## src/rtl/mac_pkg.sv

```systemverilog
`timescale 1ns/1ps
package mac_pkg;

  typedef enum logic {
    MODE_ADD  = 1'b0,
    MODE_LOAD = 1'b1
  } acc_mode_e;

  // Sign-extend a product to the accumulator width.
  function automatic logic [63:0] sext64(input logic [63:0] v, input int unsigned w);
    logic [63:0] r;
    r = v;
    for (int unsigned k = 0; k < 64; k++) begin
      if (k >= w) r[k] = v[w-1];
    end
    return r;
  endfunction

endpackage

```

## src/rtl/mac_mult.sv

```systemverilog
`timescale 1ns/1ps
module mac_mult #(
  parameter int unsigned OP_W      = 8,
  parameter bit          SHIFT_ADD = 1'b0,
  localparam int unsigned P_W      = 2 * OP_W
) (
  input  logic signed [OP_W-1:0] a_i,
  input  logic signed [OP_W-1:0] b_i,
  output logic signed [P_W-1:0]  p_o
);

  generate
    if (!SHIFT_ADD) begin : g_native
      assign p_o = P_W'(a_i) * P_W'(b_i);
    end else begin : g_array
      logic [P_W-1:0] a_ext;
      logic [P_W-1:0] pp [OP_W];
      logic [P_W-1:0] acc;

      assign a_ext = {{OP_W{a_i[OP_W-1]}}, a_i};

      for (genvar k = 0; k < OP_W; k++) begin : g_pp
        assign pp[k] = b_i[k] ? (a_ext << k) : '0;
      end

      // the sign bit of b carries negative weight
      always_comb begin
        acc = '0;
        for (int unsigned k = 0; k < OP_W - 1; k++) acc = acc + pp[k];
        acc = acc - pp[OP_W-1];
      end

      assign p_o = signed'(acc);
    end
  endgenerate

endmodule

```

## src/rtl/mac_acc_reg.sv

```systemverilog
`timescale 1ns/1ps
module mac_acc_reg
  import mac_pkg::*;
#(
  parameter int unsigned P_W   = 16,
  parameter int unsigned ACC_W = 19
) (
  input  logic                    clk_i,
  input  logic                    rst_ni,
  input  acc_mode_e               mode_i,
  input  logic signed [P_W-1:0]   prod_i,
  output logic signed [ACC_W-1:0] sum_o
);

  logic signed [ACC_W-1:0] prod_ext;
  logic signed [ACC_W-1:0] sum_d;
  logic signed [ACC_W-1:0] sum_q;

  assign prod_ext = {{(ACC_W-P_W){prod_i[P_W-1]}}, prod_i};

  always_comb begin
    unique case (mode_i)
      MODE_LOAD: sum_d = prod_ext;
      default:   sum_d = sum_q + prod_ext;
    endcase
  end

  always_ff @(posedge clk_i or negedge rst_ni) begin
    if (!rst_ni) sum_q <= '0;
    else         sum_q <= sum_d;
  end

  assign sum_o = sum_q;

endmodule

```

## src/rtl/mac_unit.sv

```systemverilog
`timescale 1ns/1ps
module mac_unit
  import mac_pkg::*;
#(
  parameter int unsigned OP_W           = 8,
  parameter int unsigned ACC_W          = 19,
  parameter bit          MULT_SHIFT_ADD = 1'b0
) (
  input  logic                    clk_i,
  input  logic                    rst_ni,
  input  logic signed [OP_W-1:0]  x_i,
  input  logic signed [OP_W-1:0]  y_i,
  input  logic                    clear_i,
  output logic signed [ACC_W-1:0] sum_o
);

  localparam int unsigned P_W = 2 * OP_W;

  logic signed [P_W-1:0] prod;
  acc_mode_e             mode;

  assign mode = clear_i ? MODE_LOAD : MODE_ADD;

  mac_mult #(
    .OP_W      (OP_W),
    .SHIFT_ADD (MULT_SHIFT_ADD)
  ) u_mult (
    .a_i (x_i),
    .b_i (y_i),
    .p_o (prod)
  );

  mac_acc_reg #(
    .P_W   (P_W),
    .ACC_W (ACC_W)
  ) u_acc (
    .clk_i  (clk_i),
    .rst_ni (rst_ni),
    .mode_i (mode),
    .prod_i (prod),
    .sum_o  (sum_o)
  );

endmodule

```

## config.mk

```make
export PLATFORM = sky130hd
export DESIGN_NAME = mac_unit
export DESIGN_NICKNAME = d
export VERILOG_FILES = /design/src/rtl/mac_pkg.sv /design/src/rtl/mac_mult.sv /design/src/rtl/mac_acc_reg.sv /design/src/rtl/mac_unit.sv
export SDC_FILE = /design/constraint.sdc
export NUM_CORES = 1
export LEC_CHECK = 0
export ABC_AREA = 1
export BUFFER_PORTS_ARGS = -buffer_cell sky130_fd_sc_hd__buf_2
export CAP_MARGIN = 20
export CORE_MARGIN = 2
export CORE_UTILIZATION = 57
export DETAILED_ROUTE_END_ITERATION = 6
export PLACE_DENSITY = 0.8
export SLEW_MARGIN = 10
export SYNTH_ARGS = -nofsm -noshare
export SYNTH_HDL_FRONTEND = slang
export SYNTH_SLANG_ARGS = --single-unit
```

## constraint.sdc

```tcl
create_clock -name clk_i -period 1.6 [get_ports clk_i]
set_input_delay 0.08 -clock clk_i [delete_from_list [all_inputs] [get_ports clk_i]]
set_output_delay 0.08 -clock clk_i [all_outputs]
set_load 0.05 [all_outputs]
```

==> results.yml, run 1 <==
drt:
  antenna_left: 0
  drt_iter0_drc: 974
  wl_per_cell_um: 26.7
  drc: 64
  routed_via_density: 6.69
  wl_um: 24300
  drt_pass1_iterations: 7
  vias: 6084
layout:
  fillCellCount: 204
  seqCellArea_um2: 477
  final_common_cell: "inv_1"
  diodes: 0
  multiInputGateArea_mm2: 0.00457
  design_area_mm2: 0.00731
  nNetsFinal: 933
  drive_gt1_frac: 0.488
  largest_reg_flops: 19
  layout_common_cells: "inv_1 (129), nand2_1 (125), buf_4 (88)"
  syn_to_final_growth_pct: 59.8
critical_path:
  crit_type: "input pin to flop"
  cpMaxStageDelayCell: "fa_1"
  crit_path_end_kind: "flop"
  r2r_cells: 10
  reg2reg_from: "u_acc.sum_o[3]"
  max_stage_delay_ns: 0.67
  critPathCapture: "u_acc.sum_o[18]"
  cp-startpoint: "x_i[7]"
  worstPathRequired_ns: 1.77
  r2r_slack_ns: -0.56
  cpMostUsedCell: "nand2_1"
  arrival_ns: 5.64
  r2r_end: "u_acc.sum_o[17]"
  crit_fanout: 7
  cp-start-kind: "input pin"
placed_design:
  place.gp.congestion: 0.953
  hpwlAfterDp_um: 9690
  port_buffers: 37
  dpl_cell_area_mm2: 0.00585
yosys:
  synth_edf_count: 0
  ys_types: 35
  syn_nets: 784
  async_flop_share: 1.00
  ys_seq_area_frac: 0.104
  yosys_most_used_dff: "dfrtp_1"
  synth_area_mm2: 0.00458
  synth.avg_cell_area_um2: 6.93
  yosys_warnings: 0
  syn_inst: 660
  synth_seq_cells: 19
grt:
  grt_pass1_wl_um: 26600
  grt_use_total: 0.392
  grt_pass1_vias: 5568
  antenna_found_initial: 1
  overflow: 0
  grt_start_max_net_pins: 20
floorplan:
  rows: 32
  coreArea_mm2: 0.00777
  die_area_mm2: 0.00876
  dieWidth_um: 93.6
  start_util: 0.589
  io_pins: 38
  die_h_um: 93.6
cts:
  clk_path_buf_depth: 2
  clock-sinks: 19
  cts_root_buffer: "clkbuf_8"
  path_clk_slew_ns: 0.10
  ctsHtreeMaxLevel: 1
  clkLatencyLatePin_ns: 0.29
  cts_made_buffers: 3
  cts_tree: "built"
sta:
  clock_skew_ns: 0.0167
  rsz0062_at_grt: "true"
  final-hold-violation-count: 0
  post-route-period-util: 3.42
  maxSlewViolCount: 0
  fin_crit_ns: 5.47
  setup_viol: 17
  max_freq_mhz: 183
  hold_slack_ns: 0.232
  slew_headroom: 0.628
  tightest_slew_ns: 0.558
  finalWorstSetupSlack_ns: -3.87
run_status:
  violations: "DRC, setup timing"
  status: "complete, but fails checks"
worst_hold_path:
  hold_path.class: "input pin to flop"
job:
  drv_cap: 0
-- worst max-delay path, delay by kind of cell --
kind	cells	cell delay, ns
and+or+nand+nor	15	1.71
AOI/OAI and AO/OA	2	0.44
adders and majority gates	6	2.85
buffers and inverters	7	0.53
-- worst min-delay path by stage --
stage                 start              to  slack, ns  cells after the start
CTS                 clear_i  u_acc.sum_o[1]       0.14                      4
global route        clear_i  u_acc.sum_o[1]       0.21                      4
detailed placement   rst_ni  u_acc.sum_o[5]       0.07                      1
floorplan            rst_ni  u_acc.sum_o[0]      -0.22                      0
finish              clear_i  u_acc.sum_o[1]       0.23                      4
global placement     rst_ni  u_acc.sum_o[5]       0.06                      1
-- cells in the mapped netlist, types with 3 or more instances --
library cell    n  share of area
a21o_1          3         0.0049
a21oi_1        25          0.027
a21oi_2         4         0.0077
and2_1          3         0.0041
clkbuf_1       16          0.013
dfrtp_1        19           0.10
fa_1           56           0.25
ha_1           49           0.13
inv_1         171           0.14
nand2_1       180           0.15
nand2_2         6         0.0082
nand3_1        25          0.027
nand3b_1        5         0.0082
nand4_1         6         0.0082
nor2_1         33          0.027
nor2_2          3         0.0041
o21ai_0        17          0.019
o21ai_2         4         0.0077
o21bai_1        3         0.0049
xnor2_1         5         0.0096
xor2_1          7          0.013
-- per-layer routing --
metal / global-route usage / vias to the layer above / share of wire
met4: 0.205 / 2 / 0.12
met1: 0.455 / 2728 / 0.31
met3: 0.0774 / 339 / 0.15
met2: 0.683 / 763 / 0.42
met5: 0 / - / 0.00054
li1: - / 2252 / -
-- per-stage QoR --
step / setup WS (ns) / cells / TNS (ns) / utilization
3_3_place_gp: -3.24 / 866 / -43.67 / 0.754
3_5_place_dp: -3.33 / 866 / -44.98 / 0.754
6_report: -3.87 / 910 / -48.13 / 0.942
2_1_floorplan: -2.94 / 660 / -37.39 / -
5_1_grt: -3.97 / 910 / -49.26 / 0.942
4_1_cts: -2.88 / 888 / -37.17 / 0.864
-- final cells by class --
type | count | area share
clock buffer | 3 | 0.00565
clock inverter | 1 | 0.000684
inverter | 173 | 0.0927
multi-input combinational | 450 | 0.625
sequential | 19 | 0.0652
tap | 102 | 0.0175
timing repair buffer | 162 | 0.193
-- kinds of logic after synthesis --
family | Yosys count | synth area share
flops | 19 | 0.104
xor+xnor | 12 | 0.0230
simple gates | 271 | 0.253
fa+ha+maj | 105 | 0.379
buf+inv | 191 | 0.160
compound gates | 62 | 0.0812
-- timing repair --
| action | CTS | global route |
|---|---|---|
| pin swaps | 91 | 73 |
| setup buffers | 17 | 24 |
| hold buffers | 1 | 0 |
| resized for setup | 167 | 112 |
| setup endpoints to repair | 17 | 17 |
| endpoints found under the hold margin | 19 | 0 |
Power of run 1 is left out: the tool's default activity adds up to more than one toggle a clock period on the data nets, which glitch-free logic cannot reach.
==> run 2: changes to the inputs <==
--- a/config.mk
+++ b/config.mk
@@ -8,6 +8,7 @@
 export ABC_AREA = 1
 export BUFFER_PORTS_ARGS = -buffer_cell sky130_fd_sc_hd__buf_2
 export CAP_MARGIN = 20
+export CORE_ASPECT_RATIO = 1.75
 export CORE_MARGIN = 2
 export CORE_UTILIZATION = 57
 export DETAILED_ROUTE_END_ITERATION = 6
==> run 2 against run 1 <==
  * The flow now stops in global routing (5_1_grt)
  * Synthesized cell count is the same
  * Area after synthesis unchanged
==> results.yml, run 2 <==
run_status:
  status: "stopped before the end"
  lastStage: "global routing (5_1_grt)"
  error_line: "[ERROR GRT-0232] Routing congestion too high. Check the congestion heatmap in the GUI."
floorplan:
  io_pins: 38
  rows: 43
  die_h_um: 123
  dieWidth_um: 71.7
  start_util: 0.583
sta:
  worst_endpoint_kind: "sequential cell input"
  crit_endpoint: "u_acc.sum_o[17]$_DFF_PN0_/D"
yosys:
  synth_compound_area_frac: 0.0812
  synth_seq_cells: 19
  synth-simple-area-share: 0.253
  synth.top_cell.area_share: 0.245
  syn_inst: 660
  synth_top_area_cell: "fa_1"
  ys_types: 35
  synth_most_common_cell: "nand2_1"
  synthAdderAreaFrac: 0.379
  yosys_warnings: 0
  synth_edf_count: 0
  syn_nets: 784
  yosys_most_used_dff: "dfrtp_1"
  synth_top_family_by_area: "adder cells"
  synth_area_leaders: "fa_1 (25%), nand2_1 (15%), inv_1 (14%), ha_1 (13%), dfrtp_1 (10%)"
  synth.avg_cell_area_um2: 6.93
  synth_common_cells: "nand2_1 (180), inv_1 (171), fa_1 (56)"
  synth_area_mm2: 0.00458
  synthMuxAreaShare: 0
  ys_seq_area_frac: 0.104
  async_flop_share: 1.00
  synth-xor-area-share: 0.0230
placed_design:
  place.gp.congestion: 0.939
  hpwlAfterDp_um: 10400
  port_buffers: 37
cts:
  cts_root_buffer: "clkbuf_16"
  clk_path_buf_depth: 2
  ctsHtreeMaxLevel: 1
  clock-sinks: 19
  cts_made_buffers: 3
grt:
  overflow: 31
  grt_start_max_net_pins: 20
  grt_use_total: 0.655
[run 2: cell counts after synthesis]
No cell type changed its count.
[run 2: what timing repair did]
action,CTS
endpoints found under the hold margin,19
setup endpoints to repair,17
pin swaps,76
resized for setup,136
hold buffers,1
buffers inserted,15
[run 2: per-layer routing]
metal,GRT overflow,GRT usage
met1,0,0.628
met2,18,0.925
met3,0,0.378
met4,13,0.688
met5,0,0.00617
[run 2: stage by stage]
step	worst slack (ns)	cell area [µm²]	cells	utilization	setup TNS [ns]
floorplan	-2.94	5110	660	-	-37.39
global placement	-3.61	5830	855	0.743	-44.31
detailed placement	-3.69	5830	855	0.743	-45.66
CTS	-3.02	6550	875	0.834	-38.40
[run 2: kinds of logic after synthesis]
logic type,count (synthesis)
buffers and inverters,191
adders and majority gates,105
xor gates and xnor gates,12
and+or+nand+nor,271
DFF,19
AOI/OAI and AO/OA,62
==> run 3: changes to the inputs <==
--- a/config.mk
+++ b/config.mk
@@ -8,11 +8,10 @@
 export ABC_AREA = 1
 export BUFFER_PORTS_ARGS = -buffer_cell sky130_fd_sc_hd__buf_2
 export CAP_MARGIN = 20
-export CORE_ASPECT_RATIO = 1.75
 export CORE_MARGIN = 2
-export CORE_UTILIZATION = 57
+export CORE_UTILIZATION = 40
 export DETAILED_ROUTE_END_ITERATION = 6
-export PLACE_DENSITY = 0.8
+export PLACE_DENSITY_LB_ADDON = 0.15
 export SLEW_MARGIN = 10
 export SYNTH_ARGS = -nofsm -noshare
 export SYNTH_HDL_FRONTEND = slang
==> constraint.sdc (replaced) <==
create_clock -name clk_i -period 2.1 [get_ports clk_i]
set_input_delay 0.105 -clock clk_i [delete_from_list [all_inputs] [get_ports clk_i]]
set_output_delay 0.105 -clock clk_i [all_outputs]
set_load 0.05 [all_outputs]
==> run 3 against run 2 <==
  * The flow now finishes, with violations (setup timing)
==> results.yml, run 3 (synthesis results as in run 1) <==
floorplan:
  start_util: 0.406
  dieWidth_um: 111
  die_h_um: 111
  rows: 39
  coreArea_mm2: 0.0113
  io_pins: 38
  die_area_mm2: 0.0123
sta:
  post-route-period-util: 2.26
  rsz0062_at_grt: "true"
  clock_skew_ns: 0.00417
  hold_slack_ns: 0.300
  setup_viol: 16
  tightest_slew_ns: 0.663
  fin_tns_setup_ns: -32.19
  slew_headroom: 0.558
  final-hold-violation-count: 0
  max_freq_mhz: 211
  finalWorstSetupSlack_ns: -2.64
  fin_crit_ns: 4.74
  maxSlewViolCount: 0
layout:
  syn_to_final_growth_pct: 53.8
  fin_cells: 940
  diodes: 0
  nNetsFinal: 922
  final_common_cell: "nand2_1"
  drive_gt1_frac: 0.429
  largest_reg_flops: 19
  layout_common_cells: "nand2_1 (145), inv_1 (139), buf_4 (86)"
grt:
  grt_pass1_wl_um: 21700
  grt_pass1_vias: 4738
  grt_start_max_net_pins: 20
  grt_use_total: 0.211
  antenna_found_initial: 0
  overflow: 0
drt:
  drt_pass1_iterations: 4
  wl_um: 12700
  vias: 4518
  wl_per_cell_um: 13.5
  drt_iter0_drc: 177
  drc: 0
  antenna_left: 0
  routed_via_density: 4.81
placed_design:
  dpl.cell_count: 900
  port_buffers: 37
  hpwlAfterDp_um: 9580
  place.gp.congestion: 0.864
cts:
  clkLatencyLatePin_ns: 0.26
  clk_path_buf_depth: 2
  ctsHtreeMaxLevel: 1
  cts_made_buffers: 3
  path_clk_slew_ns: 0.06
  cts_tree: "built"
  cts_root_buffer: "clkbuf_16"
  clock-sinks: 19
run_status:
  status: "complete, but fails checks"
  violations: "setup timing"
critical_path:
  crit_type: "input pin to flop"
  cpMaxStageDelayCell: "fa_1"
  max_stage_delay_ns: 0.51
  crit_path_end_kind: "flop"
  crit_buf_inv: 6
  arrival_ns: 4.89
  crit_fanout: 4
  cp-start-kind: "input pin"
  worstPathRequired_ns: 2.24
  worst_path_dominant_cell_family: "adder cells"
worst_hold_path:
  hold_path.class: "input pin to flop"
job:
  drv_cap: 0
-- run 3: worst paths after layout --
check | startpoint | end | slack (ns) | cells after the start
max reg2reg | u_acc.sum_o[0] | u_acc.sum_o[12] | 0.12 | 8
min reg2reg | u_acc.sum_o[18] | u_acc.sum_o[18] | 0.59 | 3
min | x_i[0] | u_acc.sum_o[0] | 0.30 | 4
max | y_i[7] | u_acc.sum_o[17] | -2.64 | 27
max in group asynchronous | rst_ni | u_acc.sum_o[18] | 1.42 | 2
min in group asynchronous | rst_ni | u_acc.sum_o[4] | 0.35 | 2
-- run 3: metrics by stage --
stage	worst slack [ns]	util	area (µm²)
after floorplan	-2.47	-	5060
after global placement	-3.04	0.514	5790
after detailed placement	-3.03	0.514	5790
after CTS	-2.53	0.590	6650
after global routing	-2.83	0.624	7040
final	-2.64	0.624	7040
-- run 3: tightest hold or removal path: cells and delay by family --
kind            cells  cell delay [ns]
buf+inv             2             0.25
simple gates        1             0.08
compound gates      1             0.07
-- run 3: what timing repair did --
item	4_1_cts	5_1_grt
gates resized for setup	134	73
endpoints found under the hold margin	19	0
pin swaps	80	41
endpoints found under the setup margin	16	16
buffers inserted	26	9
hold buffers	1	0
-- run 3: layout make-up --
| type | instances | area [µm²] |
|---|---|---|
| Multi-Input combinational cell | 450 | 4390 |
| Tap cell | 143 | 179 |
| Fill cell | 973 | 4240 |
| Clock buffer | 4 | 78.8 |
| Inverter | 173 | 668 |
| Sequential cell | 19 | 475 |
| Timing Repair Buffer | 151 | 1240 |
-- run 3: routing by layer --
layer | vias to the layer above | global-route usage | wire [µm]
met5 | - | 0 | 0
met4 | 0 | 0.0225 | 63
met3 | 4 | 0.0197 | 464
met2 | 78 | 0.369 | 6440
met1 | 2200 | 0.294 | 5730
li1 | 2236 | - | -
Power of run 3 is left out for the same reason.
